--- src/rtl/ipc_mbox_pkg.sv ---
package ipc_mbox_pkg;
  localparam int DATA_W  = 64;
  localparam int INFO_W  = 32;
  localparam int BUS_W   = 64;
  localparam int ST_CW   = 4;   // status count field width
  localparam int ST_TX   = 0;
  localparam int ST_RX   = 8;
  localparam int ST_OVF  = 16;
  localparam int ST_UDF  = 17;

  typedef struct packed {
    logic [DATA_W-1:0] data;
    logic [INFO_W-1:0] info;
  } msg_t;

  typedef enum logic [1:0] {
    REG_DATA  = 2'd0,
    REG_INFO  = 2'd1,
    REG_STAT  = 2'd2,
    REG_IRQEN = 2'd3
  } reg_e;

  typedef enum int {IRQ_TX_EMPTY = 0, IRQ_TX_AVAIL = 1, IRQ_RX_EMPTY = 2, IRQ_RX_AVAIL = 3} irq_e;
endpackage

--- src/rtl/ipc_mbox_fifo.sv ---
module ipc_mbox_fifo
  import ipc_mbox_pkg::*;
#(
  parameter int DEPTH = 8,
  parameter int CNT_W = $clog2(DEPTH + 1)
) (
  input  logic             clk_i,
  input  logic             rst_ni,
  input  logic             push_i,
  input  msg_t             msg_i,
  input  logic             pop_i,
  output msg_t             head_o,
  output logic [CNT_W-1:0] cnt_o,
  output logic             full_o,
  output logic             empty_o
);
  localparam int PTR_W = (DEPTH > 1) ? $clog2(DEPTH) : 1;
  localparam logic [PTR_W-1:0] LAST = PTR_W'(DEPTH - 1);

  msg_t             mem_q [DEPTH];
  logic [PTR_W-1:0] wr_ptr_q, rd_ptr_q;
  logic [CNT_W-1:0] cnt_q;
  logic             do_push, do_pop;

  assign full_o  = (cnt_q == CNT_W'(DEPTH));
  assign empty_o = (cnt_q == '0);
  assign do_push = push_i & ~full_o;
  assign do_pop  = pop_i & ~empty_o;
  assign head_o  = mem_q[rd_ptr_q];
  assign cnt_o   = cnt_q;

  always_ff @(posedge clk_i) begin
    if (do_push) mem_q[wr_ptr_q] <= msg_i;
  end

  always_ff @(posedge clk_i or negedge rst_ni) begin
    if (!rst_ni) begin
      wr_ptr_q <= '0;
      rd_ptr_q <= '0;
      cnt_q    <= '0;
    end else begin
      if (do_push) wr_ptr_q <= (wr_ptr_q == LAST) ? '0 : wr_ptr_q + 1'b1;
      if (do_pop)  rd_ptr_q <= (rd_ptr_q == LAST) ? '0 : rd_ptr_q + 1'b1;
      case ({do_push, do_pop})
        2'b10:   cnt_q <= cnt_q + 1'b1;
        2'b01:   cnt_q <= cnt_q - 1'b1;
        default: cnt_q <= cnt_q;
      endcase
    end
  end
endmodule

--- src/rtl/ipc_mbox_port.sv ---
module ipc_mbox_port
  import ipc_mbox_pkg::*;
#(
  parameter int CNT_W = 4
) (
  input  logic             clk_i,
  input  logic             rst_ni,
  input  logic             req_i,
  input  logic             we_i,
  input  logic [1:0]       addr_i,
  input  logic [BUS_W-1:0] wdata_i,
  output logic [BUS_W-1:0] rdata_o,
  output logic [3:0]       irq_o,
  // own transmit FIFO
  output logic             tx_push_o,
  output msg_t             tx_msg_o,
  input  logic [CNT_W-1:0] tx_cnt_i,
  input  logic             tx_full_i,
  input  logic             tx_empty_i,
  // receive FIFO fed by the peer
  output logic             rx_pop_o,
  input  msg_t             rx_head_i,
  input  logic [CNT_W-1:0] rx_cnt_i,
  input  logic             rx_full_i,
  input  logic             rx_empty_i
);
  logic [DATA_W-1:0] stage_q;
  logic [3:0]        irq_en_q;
  logic              ovf_q, udf_q;
  logic              wr, rd, commit, pop_rd, stat_wr;
  logic [BUS_W-1:0]  status, rd_mux;
  logic [3:0]        level;

  assign wr      = req_i & we_i;
  assign rd      = req_i & ~we_i;
  assign commit  = wr & (addr_i == REG_INFO);
  assign stat_wr = wr & (addr_i == REG_STAT);
  assign pop_rd  = rd & (addr_i == REG_INFO);

  assign tx_push_o = commit & ~tx_full_i;
  assign tx_msg_o  = '{data: stage_q, info: wdata_i[INFO_W-1:0]};
  assign rx_pop_o  = pop_rd & ~rx_empty_i;

  always_ff @(posedge clk_i or negedge rst_ni) begin
    if (!rst_ni) begin
      stage_q  <= '0;
      irq_en_q <= '0;
      ovf_q    <= 1'b0;
      udf_q    <= 1'b0;
    end else begin
      if (wr && addr_i == REG_DATA)  stage_q  <= wdata_i[DATA_W-1:0];
      if (wr && addr_i == REG_IRQEN) irq_en_q <= wdata_i[3:0];
      ovf_q <= (ovf_q & ~(stat_wr & wdata_i[ST_OVF])) | (commit & tx_full_i);
      udf_q <= (udf_q & ~(stat_wr & wdata_i[ST_UDF])) | (pop_rd & rx_empty_i);
    end
  end

  always_comb begin
    status                        = '0;
    status[ST_TX +: ST_CW]        = ST_CW'(tx_cnt_i);
    status[ST_TX + ST_CW]         = tx_empty_i;
    status[ST_TX + ST_CW + 1]     = tx_full_i;
    status[ST_RX +: ST_CW]        = ST_CW'(rx_cnt_i);
    status[ST_RX + ST_CW]         = rx_empty_i;
    status[ST_RX + ST_CW + 1]     = rx_full_i;
    status[ST_OVF]                = ovf_q;
    status[ST_UDF]                = udf_q;
  end

  always_comb begin
    rd_mux = '0;
    case (addr_i)
      REG_DATA:  if (!rx_empty_i) rd_mux[DATA_W-1:0] = rx_head_i.data;
      REG_INFO:  if (!rx_empty_i) rd_mux[INFO_W-1:0] = rx_head_i.info;
      REG_STAT:  rd_mux = status;
      default:   rd_mux[3:0] = irq_en_q;
    endcase
  end

  assign rdata_o = rd ? rd_mux : '0;

  assign level[IRQ_TX_EMPTY] = tx_empty_i;
  assign level[IRQ_TX_AVAIL] = ~tx_empty_i;
  assign level[IRQ_RX_EMPTY] = rx_empty_i;
  assign level[IRQ_RX_AVAIL] = ~rx_empty_i;
  assign irq_o = level & irq_en_q;
endmodule

--- src/rtl/ipc_mailbox.sv ---
module ipc_mailbox
  import ipc_mbox_pkg::*;
#(
  parameter int DEPTH = 8
) (
  input  logic        clk_i,
  input  logic        rst_ni,
  input  logic        host_req_i,
  input  logic        host_we_i,
  input  logic [1:0]  host_addr_i,
  input  logic [63:0] host_wdata_i,
  output logic [63:0] host_rdata_o,
  output logic [3:0]  host_irq_o,
  input  logic        cop_req_i,
  input  logic        cop_we_i,
  input  logic [1:0]  cop_addr_i,
  input  logic [63:0] cop_wdata_i,
  output logic [63:0] cop_rdata_o,
  output logic [3:0]  cop_irq_o
);
  localparam int CNT_W = $clog2(DEPTH + 1);
  localparam int SIDES = 2;  // 0: host, 1: co-processor

  logic [SIDES-1:0]            req, we;
  logic [SIDES-1:0][1:0]       addr;
  logic [SIDES-1:0][BUS_W-1:0] wdata, rdata;
  logic [SIDES-1:0][3:0]       irq;
  // FIFO f is written by side f and read by the other side
  msg_t [SIDES-1:0]            push_msg, head;
  logic [SIDES-1:0]            push, pop, full, empty;
  logic [SIDES-1:0][CNT_W-1:0] fifo_cnt;

  assign req   = {cop_req_i, host_req_i};
  assign we    = {cop_we_i, host_we_i};
  assign addr  = {cop_addr_i, host_addr_i};
  assign wdata = {cop_wdata_i, host_wdata_i};
  assign host_rdata_o = rdata[0];
  assign cop_rdata_o  = rdata[1];
  assign host_irq_o   = irq[0];
  assign cop_irq_o    = irq[1];

  for (genvar s = 0; s < SIDES; s++) begin : g_side
    localparam int PEER = SIDES - 1 - s;

    ipc_mbox_fifo #(.DEPTH(DEPTH), .CNT_W(CNT_W)) u_fifo (
      .clk_i   (clk_i),
      .rst_ni  (rst_ni),
      .push_i  (push[s]),
      .msg_i   (push_msg[s]),
      .pop_i   (pop[s]),
      .head_o  (head[s]),
      .cnt_o   (fifo_cnt[s]),
      .full_o  (full[s]),
      .empty_o (empty[s])
    );

    ipc_mbox_port #(.CNT_W(CNT_W)) u_port (
      .clk_i      (clk_i),
      .rst_ni     (rst_ni),
      .req_i      (req[s]),
      .we_i       (we[s]),
      .addr_i     (addr[s]),
      .wdata_i    (wdata[s]),
      .rdata_o    (rdata[s]),
      .irq_o      (irq[s]),
      .tx_push_o  (push[s]),
      .tx_msg_o   (push_msg[s]),
      .tx_cnt_i   (fifo_cnt[s]),
      .tx_full_i  (full[s]),
      .tx_empty_i (empty[s]),
      .rx_pop_o   (pop[PEER]),
      .rx_head_i  (head[PEER]),
      .rx_cnt_i   (fifo_cnt[PEER]),
      .rx_full_i  (full[PEER]),
      .rx_empty_i (empty[PEER])
    );
  end
endmodule

--- config.mk ---
export PLATFORM = sky130hd
export DESIGN_NAME = ipc_mailbox
export DESIGN_NICKNAME = d
export VERILOG_FILES = /design/src/rtl/ipc_mbox_pkg.sv /design/src/rtl/ipc_mbox_fifo.sv /design/src/rtl/ipc_mbox_port.sv /design/src/rtl/ipc_mailbox.sv
export SDC_FILE = /design/constraint.sdc
export NUM_CORES = 2
export LEC_CHECK = 0
export ABC_AREA = 1
export BUFFER_PORTS_ARGS = -buffer_cell sky130_fd_sc_hd__buf_2
export CORE_AREA = 2 2 423 467
export CTS_BUF_LIST = sky130_fd_sc_hd__clkbuf_8 sky130_fd_sc_hd__clkbuf_16
export CTS_CLUSTER_DIAMETER = 120
export DETAILED_ROUTE_END_ITERATION = 7
export DIE_AREA = 0 0 425 469
export PLACE_DENSITY = 0.57
export RECOVER_POWER = 25
export SKIP_CTS_REPAIR_TIMING = 1
export SLEW_MARGIN = 20
export SYNTH_ARGS = -nofsm -noshare
export SYNTH_HDL_FRONTEND = slang
export SYNTH_SLANG_ARGS = --single-unit
--- constraint.sdc ---
create_clock -name clk_i -period 13.9 [get_ports clk_i]
set_clock_uncertainty 0.2 [all_clocks]
set_input_delay 0.695 -clock clk_i [delete_from_list [all_inputs] [get_ports clk_i]]
set_output_delay 0.695 -clock clk_i [all_outputs]
set_load 0.005 [all_outputs]
; ---- After elaboration in Yosys (flattened, before gate mapping)
; Memories as Yosys holds them, arrays and structs flattened.
; Cells that the tools add are included.
[word_totals]
regBits = 160
word_cells = 118
input_bits = 138
memories = 2
ramBits = 1536
[mem_list]
columns = memory, depth, width, rd, rd_clocked_by_memory_dff, wr, line_no
row1 = g_side[0].u_fifo.mem_q, 8, 96, 1, 0, 1, ipc_mbox_fifo.sv:20  ; msg_t mem_q [DEPTH];
row2 = g_side[1].u_fifo.mem_q, 8, 96, 1, 0, 1, ipc_mbox_fifo.sv:20
[classes]
mux = 22
n_eq_ne = 16
reduce_logical = 10
add_sub_neg = 8
bitwise = 46
[op_table]
columns = cell, count
row1 = 64-bit 2-to-1 mux, 4
row2 = 28-bit one-hot mux with 3 select lines, 2
row3 = 32-bit 2-to-1 mux, 4
row4 = 1-bit bitwise AND, 30
row5 = 4-bit one-hot mux with 3 select lines, 2
row6 = 4-bit one-hot mux with 2 select lines, 2
row7 = "3-bit by 1-bit adder with 3-bit output, second input constant", 4
row8 = "2-bit == test, second input constant", 6
row9 = "3-bit == test, second input constant", 4
row10 = 3-bit 2-to-1 mux, 4
row11 = 1-bit inverter, 10
row12 = "4-bit by 1-bit adder with 4-bit output, second input constant", 2
row13 = 4-bit bitwise AND, 2
row14 = "2-bit by 1-bit == test with 1-bit output, second input constant", 4
row15 = "4-bit == test, second input constant", 2
row16 = 4-bit logical NOT, 2
row17 = "4-bit by 1-bit subtractor with 4-bit output, second input constant", 2
row18 = 1-bit logical AND, 4
row19 = 2-bit logical NOT, 2
row20 = 1-bit 2-to-1 mux, 4
row21 = 1-bit OR, 4
row22 = 2-bit nonzero test, 2

; ---- Logic depth before layout (Yosys ltp)
[logic_depth]
ltp_word = 7
ltp_mapped = 17
ltp_nobuf = 16

; ---- By module
; A second synthesis with hierarchy kept.
[unflattened]
hier_cells = 7974
hier_area_um2 = 75567.5
[by_module_without_submodules]
columns = module, instances, seq_area_each_um2, cells_each, area_per_inst_um2
row1 = ipc_mbox_fifo, 2, 23312.4, 3407, 33707.3
row2 = ipc_mbox_port, 2, 1751.7, 580, 4076.4

; ---- Least setup slack after synthesis
; No wires, ideal clock.
[synth_timing]
kind = input-to-reg
start = input host_addr_i[1]
end = memory g_side[0].u_fifo.mem_q[7][0] in the netlist's numbering, enable pin
n_path_buf = 1
path_stages = 8
setup_time_ns = 0.669
setup_slack_ns = 5.018
arrival_ns = 8.013
path_cell_list = buf_2 > nor2_1 > inv_1 > nor2_1 > inv_1 > nor2_2 > nand2_1 > nor3_1
[synth_via]
elab_chain_len = 6
[synth_rtl]
columns = element, line_no
row1 = "start, declared", ipc_mailbox.sv:10  ; input logic [1:0] host_addr_i,
row2 = 2-bit by 1-bit == test with 1-bit output, ipc_mbox_port.sv:36  ; assign commit = wr & (addr_i == REG_INFO);
row3 = 1-bit bitwise AND, ipc_mbox_port.sv:36
row4 = 1-bit bitwise AND, ipc_mbox_port.sv:40  ; assign tx_push_o = commit & ~tx_full_i;
row5 = 1-bit bitwise AND, ipc_mbox_fifo.sv:27  ; assign do_push = push_i & ~full_o;
row6 = 1-bit 2-to-1 mux, ipc_mbox_fifo.sv:33  ; if (do_push) mem_q[wr_ptr_q] <= msg_i;
row7 = 1-bit 2-to-1 mux (implied by the code), ipc_mbox_fifo.sv:33
row8 = "end, declared", ipc_mbox_fifo.sv:20
; Every way passes these cells.

; ---- Final worst setup path
[layout_timing]
start = register g_side[1].u_fifo.rd_ptr_q[0]
end = output host_rdata_o[11]
[layout_via]
elab_chain_len = 4
word_cells_on_any_way = 5
[layout_rtl]
columns = element, line_no
row1 = "start, declared", ipc_mbox_fifo.sv:21  ; logic [PTR_W-1:0] wr_ptr_q, rd_ptr_q;
row2 = "start signal, assigned", ipc_mbox_fifo.sv:43  ; if (do_pop) rd_ptr_q <= (rd_ptr_q == LAST) ? '0 : rd_ptr_q + 1'b1;
row3 = memory read 8 x 96 bit *, --
row4 = 32-bit 2-to-1 mux / 64-bit 2-to-1 mux (equally long branches), "ipc_mbox_port.sv:74, ipc_mbox_port.sv:73"
row5 = 28-bit one-hot mux with 3 select lines *, ipc_mbox_port.sv:72  ; case (addr_i)
row6 = 64-bit 2-to-1 mux *, ipc_mbox_port.sv:80  ; assign rdata_o = rd ? rd_mux : '0;
row7 = "end, declared", ipc_mailbox.sv:12  ; output logic [63:0] host_rdata_o,
; Every way passes the cells marked *; elsewhere a longest branch is shown, timed or not.

==> reports/qor_table.md <==
| Stage | Parameter | Value |
|---|---|---|
| power and ir drop | Switch Pwr | 0.00468 W |
| power and ir drop | Leakage power total | 27.4 nW |
| drt | Via count | 42,300 |
| cells and area | Area of combinational cells with multiple inputs | 15,300 um2 |
| critical path | Required time of the critical path | 13.01 ns |
| clock network | TritonCTS clock tree | yes |
| floorplan | Starting density of the core | 34.8% |
| sta | Number of failing hold endpoints at the final stage | 0 |
| grt | Via count of the first global-routing pass | 40,400 |
| yosys | Synthesis warning total | 0 |
| sta | Minimum clock period | 6.27 ns |
| drt | Post-detailed-route wirelength per cell | 21.1 um |
| grt | Tot GR Track Use | 17.2% |
| cells and area | Syn-to-layout area delta | 15.6% |
| yosys | Dominant register cell in the synthesized netlist | edfxtp_1 |
| sta | Worst slack on hold paths | 0.0669 ns |
| critical path | Crit path launch type | flop |
| clock network | Clock Sinks | 1,696 |
| placement | Final weighted congestion in routability-driven placement | 0.753 |
| drt | Wire length after detailed routing | 176,000 um |
| yosys | Count of different cell masters after synthesis | 37 |
| clock network | Number of buffers inserted during clock tree synthesis | 174 |
| floorplan | Core Rows | 170 |
| drt | Met2 WL | 85,600 um |
| sta | Worst max-slew margin expressed relative to the limit | 23.6% |
| status | Outcome | finished clean |
| min path | Hold crit path type | primary input to flop |
| power and ir drop | Portion of total power attributed to the clock network | 32.2% |
| drt | Detailed Routing Iterations Pass 1 | 5 |
| yosys | Async set-or-reset flop fraction in the synthesized netlist | 9.43% |
| power and ir drop | Fraction of power consumed by sequential logic | 44.0% |
| clock network | Number of levels in the clock H-tree | 4 |
| sta | Setup repair after global routing missed its margin | false |
| sta | Pins Over Slew Limit | 0 |
| floorplan | Area of the core | 194,000 um2 |
| clock network | Clk root buf | clkbuf_16 |
| floorplan | Die extent in x | 425 um |
| cells and area | Sequential cell area | 50,100 um2 |
| cells and area | Fill count | 18,200 |
| cells and area | Share of cells above drive strength 1 | 13.3% |
| yosys | Synthesized netlist net count | 5,434 |
| yosys | Register area share after synthesis | 74.0% |
| clock network | Clock latency on the worst-skew pair | 0.80 ns |
| placement | Port buffer count | 273 |
| drt | Met3 Routed Length | 10,200 um |
| yosys | Mean area per synthesized cell | 12.8 um2 |
| drt | Wire length on met1 | 76,000 um |
| critical path | R2r setup slk | 9.93 ns |
| power and ir drop | Ratio of total power to cell area | 183 nW/um2 |
| cells and area | Final Net Count | 5,737 |
| sta | Worst Tran Pin Value | 1.15 ns |
| placement | Sum of net half-perimeters after detailed placement | 88,800 um |
| yosys | EDFF count, synth | 1,536 |
| clock network | Maximum buffer depth of the clock tree | 3 |
| sta | Total negative slack for setup checks | 0 ns |
| yosys | Cell count after synthesis | 5,282 |
| sta | Ratio of final minimum period to clock period | 45.1% |
| floorplan | Die outline area | 199,000 um2 |
| grt | Overall overflow remaining after global route | 0 |
| grt | First-pass GRT wire length | 260,000 um |
| grt | Antenna violations before repair | 28 |
| sta | Final Setup Violations | 0 |
| yosys | Cell area after synthesis | 67,700 um2 |
| floorplan | IO Pins | 274 |
| critical path | Crit end category | output pin |
| drt | Highest routed metal layer | met5 |
| flow run | Total of max-cap violations | 0 |
| sta | Achievable Freq | 160 MHz |
| critical path | Data arrival time of the critical path | 5.37 ns |
| power and ir drop | Switching share of total power | 32.6% |
| drt | Detailed-route DRC error count | 0 |
| power and ir drop | Maximum resistive drop on vdd | 0.131 mV |
| power and ir drop | Combinational Power Share | 23.8% |
| floorplan | Die height | 469 um |
| critical path | Type of the setup path with the least slack | flop to output pin |
| grt | Pin count of the biggest net entering global routing | 194 |
| critical path | Crit path max fanout | 93 |
| drt | Count of nets left with antenna violations after detail routing | 0 |
| power and ir drop | Design internal power | 0.00967 W |
| drt | Average vias per placed instance | 5.09 |
| drt | Number of DRC violations after detailed-routing iteration 0 | 3,760 |
| clock network | Clock transition at the registers of the reported paths | 0.06 ns |
| yosys | #FFs+latches synth | 1,696 |
-- power by group through the flow --
| stage | registers, W | logic [W] | clock network (W) |
|---|---|---|---|
| floorplan | 0.00622 | 0.00263 | 0 |
| detailed placement | 0.00642 | 0.00340 | 0 |
| global route | 0.00636 | 0.00385 | 0.00491 |
| finish | 0.00631 | 0.00341 | 0.00463 |
| global placement | 0.00640 | 0.00336 | 0 |
| CTS | 0.00631 | 0.00341 | 0.00472 |
-- synthesized netlist by cell type, types with 2 or more instances --
cell / count / area (um2)
a21oi_1: 46 / 230
a31oi_1: 32 / 200
buf_1: 35 / 131
buf_2: 65 / 325
buf_4: 55 / 413
buf_6: 31 / 349
buf_8: 2 / 30.0
clkbuf_1: 145 / 544
clkbuf_2: 3 / 15.0
dfrtp_1: 160 / 4000
edfxtp_1: 1536 / 46100
ha_1: 14 / 175
inv_1: 168 / 631
inv_2: 4 / 15.0
mux2_2: 124 / 1400
nand2_1: 447 / 1680
nand3_1: 295 / 1480
nor2_1: 1014 / 3810
nor2_2: 5 / 31.3
nor2_8: 2 / 40.0
nor3_1: 7 / 35.0
o211ai_1: 149 / 1120
o21a_1: 2 / 15.0
o21ai_0: 681 / 3410
o21ai_1: 124 / 621
o21bai_1: 2 / 15.0
o22ai_1: 106 / 663
or2_2: 12 / 75.1
xnor2_1: 2 / 17.5
xor2_1: 7 / 61.3
-- cell usage in the layout (no fill, tap or decap), types with 3 or more instances in the layout --
cell type and count:
a21oi_1 46, a31oi_1 32, buf_2 262, buf_4 68
bufinv_16 13, clkbuf_1 10, clkbuf_16 176, clkbuf_8 23
clkinv_1 15, clkinv_16 4, clkinv_2 22, clkinv_8 3
dfrtp_1 154, dfrtp_4 5, diode_2 15, dlygate4sd3_1 118
edfxtp_1 1536, ha_1 14, inv_1 223, inv_16 4
inv_6 4, mux2_2 124, nand2_1 445, nand3_1 295
nor2_1 1001, nor2_2 4, nor2_4 15, nor3_1 3
nor3_2 4, o211ai_1 149, o21ai_0 681, o21ai_1 124
o22ai_1 106, or2_2 12, xor2_1 7
-- metal layers --
metal  vias to the layer above  track usage (%)
li1                      19600                -
met1                     21400             22.6
met2                      1096             29.0
met3                       250             3.39
met4                        18             4.72
met5                         -                0
-- worst paths after layout --
path                                               from                             to  depth (start not counted)
max reg2reg                   g_side[1].u_fifo.cnt_o[0]  g_side[1].u_fifo.mem_q[2][70]                          9
max in group asynchronous                        rst_ni   g_side[1].u_fifo.rd_ptr_q[0]                          4
max                        g_side[1].u_fifo.rd_ptr_q[0]               host_rdata_o[11]                         10
min in group asynchronous                        rst_ni   g_side[0].u_port.stage_q[47]                          2
min reg2reg                      g_side[0].u_port.ovf_q         g_side[0].u_port.ovf_q                          2
min                                     cop_wdata_i[60]   g_side[1].u_port.stage_q[60]                          2
-- registers in the layout, summed over array words and instances (netlist names) --
| signal | flops |
|---|---|
| g_side.u_fifo.cnt_o | 8 |
| g_side.u_port.irq_en_q | 8 |
| g_side.u_port.ovf_q | 2 |
| g_side.u_fifo.mem_q | 1536 |
| g_side.u_fifo.rd_ptr_q | 6 |
| g_side.u_port.udf_q | 2 |
| g_side.u_fifo.wr_ptr_q | 6 |
| g_side.u_port.stage_q | 128 |
-- critical path: stages (launching register included) --
cell	delay [ns]
dfrtp_4	0.71
buf_4	0.82
buf_4	0.84
buf_4	0.77
nand2_1	0.12
nand3_1	0.12
nand3_1	0.09
nand3_1	0.12
nand3_1	0.17
o21ai_0	0.39
buf_2	0.24
-- per-stage QoR --
step	instance area, um2	setup WS (ns)	cells	power [W]	utilization [%]
CTS	77000	7.55	8190	0.0144	39.6
global placement	71200	8.49	7869	0.00976	36.6
detailed placement	71200	8.43	7869	0.00982	36.6
floorplan	67700	5.02	5282	0.00884	-
global route	78200	7.30	8314	0.0151	40.2
finish	78300	7.63	8325	0.0143	40.3
-- layout make-up --
| type | instances | area share [%] |
|---|---|---|
| flip-flops and latches | 1696 | 64.1 |
| multi-input cells | 3078 | 19.5 |
| clock buffers | 199 | 6.03 |
| well taps | 2580 | 4.12 |
| repair buffers | 463 | 4.00 |
| clock inverters | 122 | 1.33 |
| inverters | 172 | 0.865 |
| diodes | 15 | 0.0480 |
-- cell families after synthesis --
group | after synthesis | share of synthesized area, %
flip-flops | 1696 | 74.0
AND/OR/NAND/NOR | 1789 | 10.6
buffers and inverters | 508 | 3.62
AO/OA/AOI/OAI | 1142 | 9.26
XOR/XNOR | 9 | 0.116
multiplexers | 124 | 2.06
adder cells (fa/ha/maj) | 14 | 0.259
Note: power is estimated with default switching activity, not from simulation.
